[config.mk]
export PLATFORM = sky130hd
export DESIGN_NAME = cache_ctl_regs
export DESIGN_NICKNAME = d
export VERILOG_FILES = /design/src/rtl/ccr_pkg.sv /design/src/rtl/ccr_wmask.sv /design/src/rtl/ccr_freeze.sv /design/src/rtl/ccr_rdmux.sv /design/src/rtl/cache_ctl_regs.sv
export SDC_FILE = /design/constraint.sdc
export NUM_CORES = 1
export LEC_CHECK = 0
export BUFFER_PORTS_ARGS = -buffer_cell sky130_fd_sc_hd__buf_2
export CORE_MARGIN = 2
export CORE_UTILIZATION = 30
export DETAILED_ROUTE_END_ITERATION = 7
export PLACE_DENSITY_LB_ADDON = 0.3
export REMOVE_ABC_BUFFERS = 1
export SETUP_SLACK_MARGIN = 0.1
export SYNTH_ARGS = -nofsm -noshare
export SYNTH_HDL_FRONTEND = slang
export SYNTH_SLANG_ARGS = --single-unit
[constraint.sdc]
create_clock -name clk -period 3.2 [get_ports clk]
set_clock_uncertainty 0.15 [all_clocks]
set_input_delay 0.64 -clock clk [delete_from_list [all_inputs] [get_ports clk]]
set_output_delay 0.64 -clock clk [all_outputs]
set_load 0.01 [all_outputs]
[src/rtl/ccr_pkg.sv]
package ccr_pkg;

  localparam int unsigned REG_W      = 32;
  localparam int unsigned NUM_CACHES = 2;
  localparam int unsigned STATE_W    = 2;
  localparam int unsigned FRZ_BASE   = 4;   // freeze enables start here
  localparam int unsigned ACC_BYTES  = 4;

  typedef enum logic [STATE_W-1:0] {
    CST_OFF  = 2'b00,
    CST_HOLD = 2'b01,
    CST_ON   = 2'b11
  } cst_e;

  localparam logic [7:0] OFF_CTL  = 8'h00;
  localparam logic [7:0] OFF_ICFG = 8'h04;
  localparam logic [7:0] OFF_DCFG = 8'h08;

  // bits that never hold a stored one: flush-pending, burst, flush commands
  localparam logic [REG_W-1:0] ZERO_MASK =
      (32'h1 << 14) | (32'h1 << 15) | (32'h1 << 16) |
      (32'h1 << 21) | (32'h1 << 22);

  function automatic int unsigned state_lsb(input int unsigned idx);
    return idx * STATE_W;
  endfunction

  function automatic int unsigned frz_bit(input int unsigned idx);
    return FRZ_BASE + idx;
  endfunction

endpackage

[src/rtl/ccr_wmask.sv]
module ccr_wmask
  import ccr_pkg::*;
(
  input  logic [REG_W-1:0] raw,
  output logic [REG_W-1:0] kept
);
  always_comb begin
    kept = raw & ~ZERO_MASK;
  end
endmodule

[src/rtl/ccr_freeze.sv]
module ccr_freeze
  import ccr_pkg::*;
(
  input  logic               strobe,
  input  logic               frz_en,
  input  logic [STATE_W-1:0] st_in,
  output logic [STATE_W-1:0] st_out
);
  cst_e cur;

  always_comb begin
    cur    = cst_e'(st_in);
    st_out = st_in;
    if (strobe && frz_en && (cur == CST_ON)) begin
      st_out = CST_HOLD;
    end
  end
endmodule

[src/rtl/ccr_rdmux.sv]
module ccr_rdmux
  import ccr_pkg::*;
#(
  parameter int unsigned      ADDR_W     = 8,
  parameter logic [REG_W-1:0] ICFG_VALUE = 32'h1022_0000,
  parameter logic [REG_W-1:0] DCFG_VALUE = 32'h1822_0000
) (
  input  logic              rd_ok,
  input  logic [ADDR_W-1:0] addr,
  input  logic [REG_W-1:0]  ctl,
  output logic [REG_W-1:0]  rdata
);
  localparam logic [ADDR_W-1:0] A_CTL  = ADDR_W'(OFF_CTL);
  localparam logic [ADDR_W-1:0] A_ICFG = ADDR_W'(OFF_ICFG);
  localparam logic [ADDR_W-1:0] A_DCFG = ADDR_W'(OFF_DCFG);

  always_comb begin
    rdata = '0;
    if (rd_ok) begin
      unique case (addr)
        A_CTL:   rdata = ctl;
        A_ICFG:  rdata = ICFG_VALUE;
        A_DCFG:  rdata = DCFG_VALUE;
        default: rdata = '0;
      endcase
    end
  end
endmodule

[src/rtl/cache_ctl_regs.sv]
module cache_ctl_regs
  import ccr_pkg::*;
#(
  parameter int unsigned      ADDR_W     = 8,
  parameter logic [REG_W-1:0] ICFG_VALUE = 32'h1022_0000,
  parameter logic [REG_W-1:0] DCFG_VALUE = 32'h1822_0000
) (
  input  logic              clk,
  input  logic              rst_n,
  input  logic              acc_en,
  input  logic              acc_wr,
  input  logic [3:0]        acc_size,
  input  logic [ADDR_W-1:0] acc_addr,
  input  logic [REG_W-1:0]  acc_wdata,
  input  logic              irq_taken,
  output logic [REG_W-1:0]  acc_rdata
);
  localparam logic [ADDR_W-1:0] A_CTL = ADDR_W'(OFF_CTL);

  logic             size_ok;
  logic             wr_hit;
  logic             rd_ok;
  logic [REG_W-1:0] ctl_q;
  logic [REG_W-1:0] ctl_d;
  logic [REG_W-1:0] wr_val;
  logic [REG_W-1:0] base;
  logic [STATE_W-1:0] st_next [NUM_CACHES];

  assign size_ok = (acc_size == 4'(ACC_BYTES));
  assign wr_hit  = acc_en && acc_wr && size_ok && (acc_addr == A_CTL);
  assign rd_ok   = acc_en && !acc_wr && size_ok;

  ccr_wmask u_wmask (
    .raw  (acc_wdata),
    .kept (wr_val)
  );

  // write lands first, freeze applies to the result
  assign base = wr_hit ? wr_val : ctl_q;

  for (genvar gi = 0; gi < NUM_CACHES; gi++) begin : g_frz
    ccr_freeze u_frz (
      .strobe (irq_taken),
      .frz_en (base[frz_bit(gi)]),
      .st_in  (base[state_lsb(gi) +: STATE_W]),
      .st_out (st_next[gi])
    );
  end

  always_comb begin
    ctl_d = base;
    for (int i = 0; i < NUM_CACHES; i++) begin
      ctl_d[state_lsb(i) +: STATE_W] = st_next[i];
    end
  end

  always_ff @(posedge clk) begin
    if (!rst_n) begin
      ctl_q <= '0;
    end else begin
      ctl_q <= ctl_d;
    end
  end

  ccr_rdmux #(
    .ADDR_W     (ADDR_W),
    .ICFG_VALUE (ICFG_VALUE),
    .DCFG_VALUE (DCFG_VALUE)
  ) u_rd (
    .rd_ok (rd_ok),
    .addr  (acc_addr),
    .ctl   (ctl_q),
    .rdata (acc_rdata)
  );
endmodule

==> flow_summary.yaml <==
sta:
  postLayoutSetupSlackWorst_ps: 461
  hold_violations: 0
  slew-limit-headroom_pct: 40.3
  min_period_ps: 2740
  slew_viol_final: 0
  worst_slew_pin_slew_ps: 895
  rsz0062_at_grt: "false"
  setup_viol: 0
  timing.fmax_mhz: 365
  finalSetupTns_ps: 0
  fin_crit_sh_pct: 85.6
setup_path:
  endpoint_kind: "primary output"
  cpMaxStageDelayCell: "nor4b_4"
  cpLargestDelayFamily: "simple AND/OR/NAND/NOR gates"
  arrival_ps: 1950
  cp.required_ps: 2410
  slowest_delay_ps: 370
  path_common_cell: "buf_2"
  critPathMaxFanout: 11
  worst-setup-path-type: "in -> out"
  path_cells: "buf_2 -> nor4b_4 -> nand4b_4 -> buf_4 -> nor4b_1 -> buf_2"
  cp-start-kind: "primary input"
  path_buf_inv: 3
die:
  std_cell_rows: 26
  initial_core_util_pct: 30.9
  die_h_um: 76.6
  pin_count: 81
  die_w_um: 76.6
  die-area_um2: 5860
  core_um2: 5110
clock_tree:
  insertion_delay_ps: 270
  post_cts_buffers: 0
  root_buffer: "clkbuf_8"
  ctsHoldBuffers: 0
  h-tree-depth: 1
  clk_pin_slew_ps: 90
  numCtsBuffers: 3
  cts_tree: "yes"
  clock_sinks: 27
  cts_resized: 0
  cts_buffer_depth: 2
synth:
  synth_area_um2: 1580
  synth_cell_types: 23
  synth_seq_area_share_pct: 34.2
  synth_seq_cells: 27
  yosysWarningCount: 0
  synth_cells: 174
  avgSynthCellArea_um2: 9.07
routing:
  wl_per_cell_um: 11.8
  route.vias.total: 1424
  drtAntennaViolNets: 0
  wl_um: 3570
  drtIter0Drc: 61
  drc: 0
  drt_pass1_iterations: 4
  post_drt_via_cell_ratio: 4.70
final_layout:
  layout-drive-gt1-share_pct: 36.1
  antennaDiodeCount: 0
  reg.largest.list: "ctl_q x27"
  largest_reg_flops: 27
  regMostFlops: "ctl_q"
  syn2layout_area_growth_pct: 22.6
  n_fill_cell: 558
  fin_nets: 283
  layout_commonest_cell: "buf_2"
  mostFrequentLayoutCells: "buf_2, nand2_1, mux2i_1, dfxtp_1, nor4b_1"
placed_design:
  portBuffers: 71
  gp_congestion: 0.655
  place_hpwl_um: 2430
  pre_cts_ws_ps: 439
global_route:
  grt_usage_pct: 12.6
  overflow: 0
  antenna_found_initial: 0
  grt_pass1_vias: 1353
  grt_pass1_wl_um: 6260
  grt_max_degree: 55
flow_run:
  drv_cap: 0
pwr:
  ir_drop_v: 0.000191
  cellPowerDensity_nw_per_um2: 310
  p_leak_nw: 0.793
  total_power_mw: 0.599
worst_hold_path:
  min_path_type: "reg -> reg"
outcome:
  status: "complete, no violations"
worst reg2reg max path, stage by stage, from the launching register on:
cell	delay, ps
dfxtp_1	360
nand3_1	90
nand3_1	80
mux2i_1	80
routing by layer:
| metal | vias up | share of wire [%] | GRT usage [%] |
|---|---|---|---|
| met1 | 659 | 46 | 15.1 |
| met4 | 0 | 0.42 | 2.18 |
| met2 | 45 | 47 | 22.5 |
| met5 | - | 0 | 0 |
| met3 | 2 | 6.6 | 3.67 |
| li1 | 718 | - | - |
final cells by class:
type	instances	area, um2	area share [%]
multi-input combinational	129	892	46.1
sequential	27	541	27.9
tap	70	87.6	4.52
timing repair buffer	73	370	19.1
clock buffer	4	45.0	2.33
Yosys cell counts, drive strengths merged:
cell type  instances  area (um2)
nand2             50         188
dfxtp             27         541
mux2i             27         270
nor4b             25         253
clkbuf            11        41.3
buf               10         116
nand3              8        40.0
nor2               4        15.0
nor3               3        15.0
nor3b              2        20.0
a21oi              1        5.00
and4               1        11.3
conb               1        3.75
nand4              1        6.26
nand4b             1        23.8
nor4               1        21.3
xnor2              1        8.76
cells by family after synthesis:
kind of cell / after synthesis / synth area share [%]
DFF: 27 / 34.2
and+or+nand+nor: 96 / 37.6
buffers and inverters: 21 / 9.98
muxes: 27 / 17.1
xor gates and xnor gates: 1 / 0.555
AOI/OAI and AO/OA: 1 / 0.317
other: 1 / 0.237
worst paths after layout:
kind	start	slack (ps)	cells past startpoint	to
max	acc_size[3]	460	6	acc_rdata[9]
max reg2reg	ctl_q[2]	2320	3	ctl_q[3]
min	ctl_q[8]	310	2	ctl_q[8]
min reg2reg	ctl_q[8]	310	2	ctl_q[8]
power breakdown:
group	internal (mW)	switching (mW)
combinational	0.0281	0.0429
clock	0.0891	0.103
sequential	0.336	0.00000850
stage by stage:
stage               util [%]  std cells  cell area [um2]  hold slack, ps
global placement        37.0        299             1890             291
detailed placement      37.0        299             1890             295
floorplan                  -        156             1430             280
finish                  37.9        303             1940             307
global route            37.9        303             1940             320
CTS                     37.9        303             1940             311
Note: power is estimated with default switching activity, not from simulation.
